[config.mk]
export PLATFORM = sky130hd
export DESIGN_NAME = dual_dac_cmd_if
export DESIGN_NICKNAME = d
export VERILOG_FILES = /design/src/rtl/dual_dac_cmd_pkg.sv /design/src/rtl/dual_dac_sync.sv /design/src/rtl/dual_dac_frame_rx.sv /design/src/rtl/dual_dac_latch_bank.sv /design/src/rtl/dual_dac_cmd_if.sv
export SDC_FILE = /design/constraint.sdc
export NUM_CORES = 1
export LEC_CHECK = 0
export CELL_PAD_IN_SITES_DETAIL_PLACEMENT = 1
export CELL_PAD_IN_SITES_GLOBAL_PLACEMENT = 1
export CORE_MARGIN = 2
export CORE_UTILIZATION = 39
export CTS_CLUSTER_SIZE = 24
export DETAILED_ROUTE_END_ITERATION = 8
export HOLD_SLACK_MARGIN = 0.12
export PLACE_DENSITY = 0.79
export SYNTH_ARGS = -nofsm -noshare
export SYNTH_HDL_FRONTEND = slang
export SYNTH_HIERARCHICAL = 1
export SYNTH_SLANG_ARGS = --single-unit
[constraint.sdc]
create_clock -name clk -period 2.4 [get_ports clk]
set_input_delay 0.6 -clock clk [delete_from_list [all_inputs] [get_ports clk]]
set_output_delay 0.6 -clock clk [all_outputs]
set_load 0.01 [all_outputs]
[src/rtl/dual_dac_cmd_pkg.sv]
package dual_dac_cmd_pkg;

    localparam int FRAME_W  = 16;
    localparam int CODE_W   = 8;
    localparam int CNT_W    = $clog2(FRAME_W + 1);
    localparam int SEL_HI   = 15;
    localparam int SPD_BIT  = 14;
    localparam int PWR_BIT  = 13;
    localparam int SEL_LO   = 12;
    localparam int CODE_MSB = 11;
    localparam int CODE_LSB = CODE_MSB - CODE_W + 1;
    localparam int WHAT_W   = 2;

    typedef enum logic [1:0] {
        TGT_B_HOLD = 2'b00,
        TGT_HOLD   = 2'b01,
        TGT_A_XFER = 2'b10,
        TGT_RSVD   = 2'b11
    } target_e;

    typedef struct packed {
        logic               cs_prev;
        logic               sclk_prev;
        logic [CNT_W-1:0]   cnt;
        logic [FRAME_W-1:0] word;
        logic               done;
        logic               commit;
    } rx_state_t;

    typedef struct packed {
        logic [CODE_W-1:0]  chan_a;
        logic [CODE_W-1:0]  chan_b;
        logic [CODE_W-1:0]  hold;
        logic               fast;
        logic               pdown;
        logic               upd;
        logic [WHAT_W-1:0]  what;
    } lat_state_t;

endpackage

[src/rtl/dual_dac_sync.sv]
module dual_dac_sync #(
    parameter int            W       = 3,
    parameter logic [W-1:0]  RST_VAL = '0
) (
    input  logic         clk,
    input  logic         rst_n,
    input  logic [W-1:0] async_i,
    output logic [W-1:0] sync_o
);
    logic [W-1:0] stage1_q;
    logic [W-1:0] stage2_q;

    always_ff @(posedge clk or negedge rst_n) begin
        if (!rst_n) begin
            stage1_q <= RST_VAL;
            stage2_q <= RST_VAL;
        end else begin
            stage1_q <= async_i;
            stage2_q <= stage1_q;
        end
    end

    assign sync_o = stage2_q;
endmodule

[src/rtl/dual_dac_frame_rx.sv]
module dual_dac_frame_rx
    import dual_dac_cmd_pkg::*;
(
    input  logic               clk,
    input  logic               rst_n,
    input  logic               cs_n_s,
    input  logic               sclk_s,
    input  logic               sdin_s,
    output logic               commit_o,
    output logic [FRAME_W-1:0] word_o
);
    localparam logic [CNT_W-1:0] LAST_CNT = CNT_W'(FRAME_W - 1);

    rx_state_t rx_d, rx_q;
    logic      cs_fall, cs_rise, sclk_fall;

    always_comb begin
        rx_d           = rx_q;
        rx_d.commit    = 1'b0;
        rx_d.cs_prev   = cs_n_s;
        rx_d.sclk_prev = sclk_s;
        cs_fall        = rx_q.cs_prev & ~cs_n_s;
        cs_rise        = ~rx_q.cs_prev & cs_n_s;
        sclk_fall      = rx_q.sclk_prev & ~sclk_s;

        if (cs_fall) begin
            rx_d.cnt  = '0;
            rx_d.word = '0;
            rx_d.done = 1'b0;
        end else if (cs_rise) begin
            if (!rx_q.done && rx_q.cnt != '0) begin
                rx_d.commit = 1'b1;
            end
            rx_d.done = 1'b1;
        end else if (!cs_n_s && sclk_fall && !rx_q.done) begin
            for (int i = 0; i < FRAME_W; i++) begin
                if (i == FRAME_W - 1 - int'(rx_q.cnt)) begin
                    rx_d.word[i] = sdin_s;
                end
            end
            rx_d.cnt = rx_q.cnt + 1'b1;
            if (rx_q.cnt == LAST_CNT) begin
                rx_d.commit = 1'b1;
                rx_d.done   = 1'b1;
            end
        end
    end

    always_ff @(posedge clk or negedge rst_n) begin
        if (!rst_n) begin
            rx_q           <= '0;
            rx_q.cs_prev   <= 1'b1;
            rx_q.done      <= 1'b1;
        end else begin
            rx_q <= rx_d;
        end
    end

    assign commit_o = rx_q.commit;
    assign word_o   = rx_q.word;
endmodule

[src/rtl/dual_dac_latch_bank.sv]
module dual_dac_latch_bank
    import dual_dac_cmd_pkg::*;
(
    input  logic               clk,
    input  logic               rst_n,
    input  logic               commit_i,
    input  logic [FRAME_W-1:0] word_i,
    output logic [CODE_W-1:0]  chan_a_o,
    output logic [CODE_W-1:0]  chan_b_o,
    output logic               fast_o,
    output logic               pdown_o,
    output logic               upd_o,
    output logic [WHAT_W-1:0]  what_o
);
    lat_state_t        lat_d, lat_q;
    target_e           tgt;
    logic [CODE_W-1:0] data;

    always_comb begin
        lat_d      = lat_q;
        lat_d.upd  = 1'b0;
        lat_d.what = '0;
        tgt        = target_e'({word_i[SEL_HI], word_i[SEL_LO]});
        data       = word_i[CODE_MSB:CODE_LSB];

        if (commit_i) begin
            lat_d.upd   = 1'b1;
            lat_d.fast  = word_i[SPD_BIT];
            lat_d.pdown = word_i[PWR_BIT];
            unique case (tgt)
                TGT_B_HOLD: begin
                    lat_d.chan_b = data;
                    lat_d.hold   = data;
                    lat_d.what   = 2'b10;
                end
                TGT_HOLD: begin
                    lat_d.hold = data;
                end
                TGT_A_XFER: begin
                    lat_d.chan_a = data;
                    lat_d.chan_b = lat_q.hold;
                    lat_d.what   = 2'b11;
                end
                TGT_RSVD: begin
                    lat_d.what = 2'b00;
                end
                default: begin
                    lat_d.what = 2'b00;
                end
            endcase
        end
    end

    always_ff @(posedge clk or negedge rst_n) begin
        if (!rst_n) begin
            lat_q <= '0;
        end else begin
            lat_q <= lat_d;
        end
    end

    assign chan_a_o = lat_q.chan_a;
    assign chan_b_o = lat_q.chan_b;
    assign fast_o   = lat_q.fast;
    assign pdown_o  = lat_q.pdown;
    assign upd_o    = lat_q.upd;
    assign what_o   = lat_q.what;
endmodule

[src/rtl/dual_dac_cmd_if.sv]
module dual_dac_cmd_if
    import dual_dac_cmd_pkg::*;
(
    input  logic              clk,
    input  logic              rst_n,
    input  logic              cs_n_i,
    input  logic              sclk_i,
    input  logic              sdin_i,
    output logic [CODE_W-1:0] code_a_o,
    output logic [CODE_W-1:0] code_b_o,
    output logic              fast_o,
    output logic              pdown_o,
    output logic              upd_o,
    output logic [WHAT_W-1:0] upd_what_o
);
    localparam int           SYNC_W   = 3;
    localparam logic [2:0]   SYNC_RST = 3'b100;

    logic [SYNC_W-1:0]  pins_s;
    logic               rx_commit;
    logic [FRAME_W-1:0] rx_word;

    dual_dac_sync #(
        .W       (SYNC_W),
        .RST_VAL (SYNC_RST)
    ) u_sync (
        .clk     (clk),
        .rst_n   (rst_n),
        .async_i ({cs_n_i, sclk_i, sdin_i}),
        .sync_o  (pins_s)
    );

    dual_dac_frame_rx u_rx (
        .clk      (clk),
        .rst_n    (rst_n),
        .cs_n_s   (pins_s[2]),
        .sclk_s   (pins_s[1]),
        .sdin_s   (pins_s[0]),
        .commit_o (rx_commit),
        .word_o   (rx_word)
    );

    dual_dac_latch_bank u_lat (
        .clk      (clk),
        .rst_n    (rst_n),
        .commit_i (rx_commit),
        .word_i   (rx_word),
        .chan_a_o (code_a_o),
        .chan_b_o (code_b_o),
        .fast_o   (fast_o),
        .pdown_o  (pdown_o),
        .upd_o    (upd_o),
        .what_o   (upd_what_o)
    );
endmodule

==> summary.md, run 1 <==
| Metric | Value |
|---|---|
| Status | completed |
| # fillers | roughly 710 |
| Worst Hold Margin | 0.2745 ns |
| Placed cell area | 0.002793 sq mm |
| Leakage power total | around 1.3 nW |
| CP Launch Type | register |
| Slowest cell on the critical path | sky130_fd_sc_hd__dfrtp_1 |
| Final total negative setup slack | 0 ns |
| Total core area | roughly 0.0068 sq mm |
| Cell class contributing the biggest share of worst-path delay | simple AND/OR/NAND/NOR gates |
| Syn_nets | between 200 and 250 |
| Layout overhead on the synthesized area | 8.252% |
| Number of cell rows | 30 |
| DIE AREA | 0.007601 sq mm |
| Worst slack after detailed placement | 0.4857 ns |
| Maximum root-to-sink buffer count | 2 |
| Wire length of the first global-routing pass | between 8000 and 9000 microns |
| Maximum clock skew at final layout | roughly 0.010 ns |
| Maximum number of pins on one net before global-route repair | 57 |
| Crit path DAT | ~2.1 ns |
| Top Usage Layer GRT | met2 |
| Power density over cell area | approximately 670 mW/mm^2 |
| Average cell area after synthesis | ~12 sq um |
| Reg2reg setup slack | approximately 0.46 ns |
| Path length in cells of the critical path | 4 |
| Crit Reg-Reg Startpoint | u_rx/rx_q[21] |
| Number of clock sinks | 56 |
| Total Nets Final | around 230 |
| Number of buffers added on ports | 25 |
| Post_cts resized | 0 |
| Total congestion overflow | 0 |
| Hold violation total from the final report | 0 |
| Worst Path Class, Setup | register to register |
| Post-route non-filler standard cell count | ~290 |
| Initial DRT Pass Iterations | 4 |
| Synthesis warning total | 6 |
| CTS tree | built |
| Endpoint type of the worst setup path | register |
| Antenna violations before repair | 0 |
| Global Route met1 Usage | 0.1861 |
| Worst slew margin | 0.6572 |
| Master cell of the clock root buffer | sky130_fd_sc_hd__clkbuf_8 |
| Hpwl dp | between 3000 and 4000 microns |
| Number of max-cap violations | 0 |
| Layout Utilization | 0.4324 |
| Buffers & Inverters on Critical Path | 0 |
| Post-CTS Hold Buffers | 0 |
| Vias post-DR | between 1500 and 2000 |
| Post-route design area | a little under 0.003 sq mm |
| Post-CTS Setup Bufs | 0 |
| Type of the worst min-delay path | input port to async pin |
| Crit path largest cell delay | about 0.51 ns |
| Placed Cells incl. Taps | approximately 290 |
| Share of post-route cells with drive strength above 1 | 0.2582 |
| Post-layout power | just under 2 mW |
| Worst R2R End | u_rx/word_o[9] |
| Highest fanout seen on the critical path | 11 |
| Critical Path RT | ~2.6 ns |
| VDD IR max | about 0.00023 V |
| Vias/cell | about 5.3 |
| Final Slew Violations | 0 |
| Clock period minus final worst setup slack | just under 2 ns |
| Post-Syn Area | between 0.002 and 0.003 sq mm |
| Clock-pin transition on the worst setup and hold timing paths | roughly 0.1 ns |
| Final setup margin | roughly 0.46 ns |
| Capture point of the critical path | u_rx/word_o[9] |
| Die W | 87.19 microns |
| Crit share post-route | 0.8097 |
| Average routed wire per standard cell | between 15 and 20 microns |
| Initial core utilization | 0.3994 |
| Remaining DRCs | 0 |
| Initial DRC Count | 82 |
| GRT Total Usage | 0.1391 |
| Total clock buffers created by CTS | 5 |
| Cell count after synthesis | 218 |
| Maximum clock frequency | between 0.5 and 0.6 GHz |
| Via count of the first global-routing pass | between 1500 and 2000 |
| Area occupied by multi-input gates | ~980 sq um |
| Combined flip-flop and latch cell area | 0.001406 sq mm |
| RSZ-0062 raised after global routing | false |
| Met2 track demand over resource in global routing | 0.2325 |
| Critical path cell sequence | nor4b_1 > nand2_1 > o311ai_0 > o21ai_0 |
| Pin slew with the least headroom to its limit | between 0.5 and 0.6 ns |
| Final Setup Violations | 0 |
| Number of top-level pins | 26 |
| Ant. Diodes | 0 |
| Number of H-tree branching levels | 2 |
| Overall routed net length | 4870 microns |
| Final estimated routing congestion in global placement | between 0.7 and 0.8 |
| Timing startpoint of the critical path | u_rx/rx_q[21] |
| Global-route track usage on met3 | 0.02844 |
| Remaining antenna violation count after routing | 0 |
| Vertical die dimension | between 80 and 90 microns |
| Clock latency reported for the late side of the worst-skew pair | between 0.3 and 0.4 ns |
| Cell count of the worst reg-to-reg path | 4 |
cell usage in the layout, fill, tap and decap left out, types with 3 or more instances in the layout:
cell type,instances
sky130_fd_sc_hd__clkbuf_8,5
sky130_fd_sc_hd__o21ai_0,12
sky130_fd_sc_hd__nor2b_1,4
sky130_fd_sc_hd__inv_1,7
sky130_fd_sc_hd__nand3_1,3
sky130_fd_sc_hd__o311ai_0,7
sky130_fd_sc_hd__ha_1,7
sky130_fd_sc_hd__clkdlybuf4s50_1,24
sky130_fd_sc_hd__o21ai_1,3
sky130_fd_sc_hd__nand2_1,9
sky130_fd_sc_hd__nand2b_1,3
sky130_fd_sc_hd__dfrtp_1,52
sky130_fd_sc_hd__mux2_2,34
sky130_fd_sc_hd__dfstp_2,4
sequential cells by signal, indices dropped and copies added, names as in the netlist:
| register | cells |
|---|---|
| u_rx/word_o | 12 |
| u_lat/chan_a_o | 8 |
| u_lat/chan_b_o | 8 |
| u_lat/lat_q | 8 |
| u_rx/rx_q | 8 |
| u_sync/stage1_q | 3 |
| u_sync/sync_o | 3 |
| u_lat/what_o | 2 |
| u_lat/fast_o | 1 |
| u_lat/pdown_o | 1 |
| u_lat/upd_o | 1 |
| u_rx/commit_o | 1 |
power breakdown:
group | switching (mW) | internal, mW | total [mW]
registers | 0.0488 | 0.979 | 1.03
clock network | 0.295 | 0.411 | 0.706
logic | 0.121 | 0.0883 | 0.209
final cells by class:
type | count | area share
flip-flops and latches | 56 | 0.4814
clock inverters | 2 | 0.02056
multi-input cells | 115 | 0.3353
clock buffers | 5 | 0.02355
well taps | 80 | 0.03426
inverters | 7 | 0.008994
repair buffers | 28 | 0.09593
layer usage:
| layer | part of all wire | vias to the layer above |
|---|---|---|
| li1 | - | 736 |
| met1 | 0.46 | 791 |
| met2 | 0.49 | 30 |
| met3 | 0.033 | 5 |
| met4 | 0.010 | 0 |
| met5 | 0 | - |
how the worst min path moves through the flow:
stage	start	endpoint	slack (ns)	cells after the start
after detailed placement	u_sync/stage1_q[0]	u_sync/sync_o[0]	0.34	0
after global placement	u_sync/stage1_q[0]	u_sync/sync_o[0]	0.34	0
after floorplan	rst_n	u_lat/chan_a_o[0]	0.30	0
after CTS	rst_n	u_lat/chan_a_o[1]	0.29	2
final	rst_n	u_lat/chan_a_o[2]	0.27	2
after global routing	rst_n	u_lat/chan_b_o[2]	0.29	2
Note: power is estimated with default switching activity, not from simulation.
==> run 2, diff against run 1 <==
==> constraint.sdc (replaced) <==
create_clock -name clk -period 1.8 [get_ports clk]
set_input_delay 0.45 -clock clk [delete_from_list [all_inputs] [get_ports clk]]
set_output_delay 0.45 -clock clk [all_outputs]
set_load 0.01 [all_outputs]
==> run 2 against run 1 <==
The run now ends with negative setup slack left. Clock power about the same. Via count increased by 3.1%. Utilization increased by 1.3 points. Hold slack got worse by 0.16 ns. Non-clock buffer count increased by 12. Combinational power increased by 52%. Global-route usage increased by 0.12 points. Design area increased by 3.0%. Cell count increased by 4.4%. Routed wire length increased by 3.2%. Critical path type unchanged. Critical endpoint is now u_rx/word_o[13]. Largest power group unchanged.
==> summary.md, run 2 (synthesis results as in run 1) <==
| Metric | Value |
|---|---|
| Violated checks | negative setup slack |
| Total congestion overflow | 0 (unchanged) |
| Largest register FFs | 12 (unchanged) |
| VDD IR max | 0.0003101 V (+35%) |
| Timing startpoint of the critical path | u_sync/sync_o[1] |
| CP Launch Type | register |
| Crit share post-route | 1.038 (+0.2282) |
| Maximum clock frequency | 0.5353 GHz (+4.0%) |
| Highest fanout seen on the critical path | 5 (-6) |
| Initial DRC Count | 45 (-45%) |
| Number of max-cap violations | 0 (unchanged) |
| Final setup margin | -0.06825 ns (-0.5250 ns) |
| Vias/cell | 5.261 (-1.3%) |
| Type of the worst min-delay path | input port to async pin |
| Power density over cell area | 792.8 mW/mm^2 (+19%) |
| Cell count of the worst reg-to-reg path | 4 (unchanged) |
| Ant. Diodes | 0 (unchanged) |
| Status | complete, but fails checks |
| Worst slew margin | 0.7211 (+0.06400) |
| Total Nets Final | 237 (+5.3%) |
| Hold violation total from the final report | 0 (unchanged) |
| Final estimated routing congestion in global placement | 0.7775 (+2.8%) |
| Most common cell after layout, fill and taps aside | sky130_fd_sc_hd__dfrtp_1 |
| Final Slew Violations | 0 (unchanged) |
| Remaining DRCs | 0 (unchanged) |
| Pin slew with the least headroom to its limit | 0.4183 ns (-0.09599 ns) |
| Total core area | 0.006756 sq mm (unchanged) |
| Post-layout power | 2.387 mW (+23%) |
| Total clock buffers created by CTS | 5 (unchanged) |
| Remaining antenna violation count after routing | 0 (unchanged) |
| Worst Path Class, Setup | register to register |
| DIE AREA | 0.007601 sq mm (unchanged) |
| Worst R2R End | u_rx/word_o[13] |
| Critical Path RT | 1.99 ns (-0.58 ns) |
| Placed Cells incl. Taps | 294 (+2.8%) |
| Final total negative setup slack | -0.1157 ns (-0.1157 ns) |
| Final Setup Violations | 3 (+3) |
| Number of top-level pins | 26 (unchanged) |
| Initial core utilization | 0.3994 (unchanged) |
| Met2 track demand over resource in global routing | 0.2450 (+0.01249) |
| Number of buffers added on ports | 25 (unchanged) |
| Wire length of the first global-routing pass | 8293 microns (+0.75%) |
| Layout Utilization | 0.4456 (+0.01315) |
| Share of post-route cells with drive strength above 1 | 0.3274 (+0.06922) |
| Most used cells in the layout excluding fill and tap cells | sky130_fd_sc_hd__dfrtp_1 (52), sky130_fd_sc_hd__mux2_2 (34), sky130_fd_sc_hd__clkdlybuf4s50_1 (24), sky130_fd_sc_hd__buf_4 (14), sky130_fd_sc_hd__o21ai_0 (10) |
| Maximum clock skew at final layout | 0.008620 ns (-0.001454 ns) |
| Crit path DAT | 2.06 ns (-0.06 ns) |
| Overall routed net length | 5027 microns (+3.2%) |
| Reg2reg setup slack | -0.07 ns (-0.53 ns) |
| Clock period minus final worst setup slack | 1.868 ns (-0.07498 ns) |
| Master cell of the clock root buffer | sky130_fd_sc_hd__clkbuf_8 |
| GRT Total Usage | 0.1403 (+0.001166) |
| Maximum root-to-sink buffer count | 2 (unchanged) |
| Leakage power total | 1.384 nW (+3.8%) |
| Global-route track usage on met3 | 0.03128 (+0.002844) |
| Slowest cell on the critical path | sky130_fd_sc_hd__or4b_4 |
| Endpoint type of the worst setup path | register |
| Layout overhead on the synthesized area | 11.54% |
| CTS tree | built |
| Worst slack after detailed placement | -0.03302 ns (-0.5188 ns) |
| Top Usage Layer GRT | met2 |
| Clock latency reported for the late side of the worst-skew pair | 0.31 ns (about the same) |
| Hpwl dp | 3504 microns (+4.3%) |
| Maximum number of pins on one net before global-route repair | 57 (unchanged) |
| Vias post-DR | 1610 (+3.1%) |
| Crit path largest cell delay | 0.55 ns (+0.04 ns) |
| Capture point of the critical path | u_rx/word_o[13] |
| Via count of the first global-routing pass | 1665 (+2.0%) |
| Crit Reg-Reg Startpoint | u_sync/sync_o[1] |
| Initial DRT Pass Iterations | 4 (unchanged) |
| Number of clock sinks | 56 (unchanged) |
| Clock-pin transition on the worst setup and hold timing paths | 0.10 ns (about the same) |
| Critical path cell sequence | or4b_4 > or3_4 > o311ai_2 > o21ai_1 |
| Antenna violations before repair | 0 (unchanged) |
| Die W | 87.19 microns (unchanged) |
| Post-route non-filler standard cell count | 306 (+4.4%) |
| RSZ-0062 raised after global routing | true |
| Number of cell rows | 30 (unchanged) |
| Average routed wire per standard cell | 16.43 microns (-1.2%) |
| Vertical die dimension | 87.19 microns (unchanged) |
| Number of H-tree branching levels | 2 (unchanged) |
| Global Route met1 Usage | 0.1753 (-0.01084) |
## run 2: changes by cell type in the layout (fill, tap and decap cells not counted), moves of 2 or more
| cell | previous run | this run |
|---|---|---|
| sky130_fd_sc_hd__buf_4 | 2 | 14 |
| sky130_fd_sc_hd__o21ai_1 | 3 | 5 |
| sky130_fd_sc_hd__bufinv_16 | 2 | 0 |
| sky130_fd_sc_hd__o21ai_0 | 12 | 10 |
## run 2: worst min-delay path by stage
stage	startpoint	endpoint	slack, ns	depth (start not counted)
after global routing	rst_n	u_lat/chan_a_o[2]	0.14	2
after global placement	u_sync/stage1_q[0]	u_sync/sync_o[0]	0.33	0
final	rst_n	u_lat/chan_b_o[1]	0.12	2
after CTS	rst_n	u_lat/chan_a_o[2]	0.13	2
after floorplan	rst_n	u_lat/chan_a_o[0]	0.15	0
after detailed placement	u_sync/stage1_q[1]	u_sync/sync_o[1]	0.34	0
## run 2: cell type report
type,instances,area (sq um)
fill,708,3746
sequential,56,1406
multi-input combinational,115,1016
timing repair buffer,40,370.4
tap,80,100.1
clock buffer,5,68.82
inverter,7,26.28
clock inverter,3,22.52
## run 2: power by group
part / internal, mW / switching [mW]
clock network: 0.280 / 0.427
logic: 0.140 / 0.179
registers: 1.31 / 0.0550
total: 1.73 / 0.661
## run 2: through the flow
step / hold WS (ns) / area (sq um)
6_report: 0.1165 / 3010
5_1_grt: 0.1379 / 3010
4_1_cts: 0.1339 / 2959
3_5_place_dp: 0.3363 / 2853
3_3_place_gp: 0.3334 / 2853
2_1_floorplan: 0.1544 / 2699
## run 2: metal layers
metal | up-vias | share of wire
li1 | 766 | -
met1 | 815 | 0.45
met2 | 23 | 0.52
met3 | 6 | 0.025
met4 | 0 | 0.010
met5 | - | 0
## run 2: what timing repair did
action	in CTS	in global routing
gates resized for setup	0	9
buffers inserted	2	2
endpoints found under the setup margin	7	15
pin swaps	1	1
hold buffers	0	0
## run 2: worst max-delay path: cells and delay by family (launching register included)
family	cells	cell delay [ns]
AO/OA/AOI/OAI	2	0.39
flip-flops	1	0.42
AND/OR/NAND/NOR	2	0.94
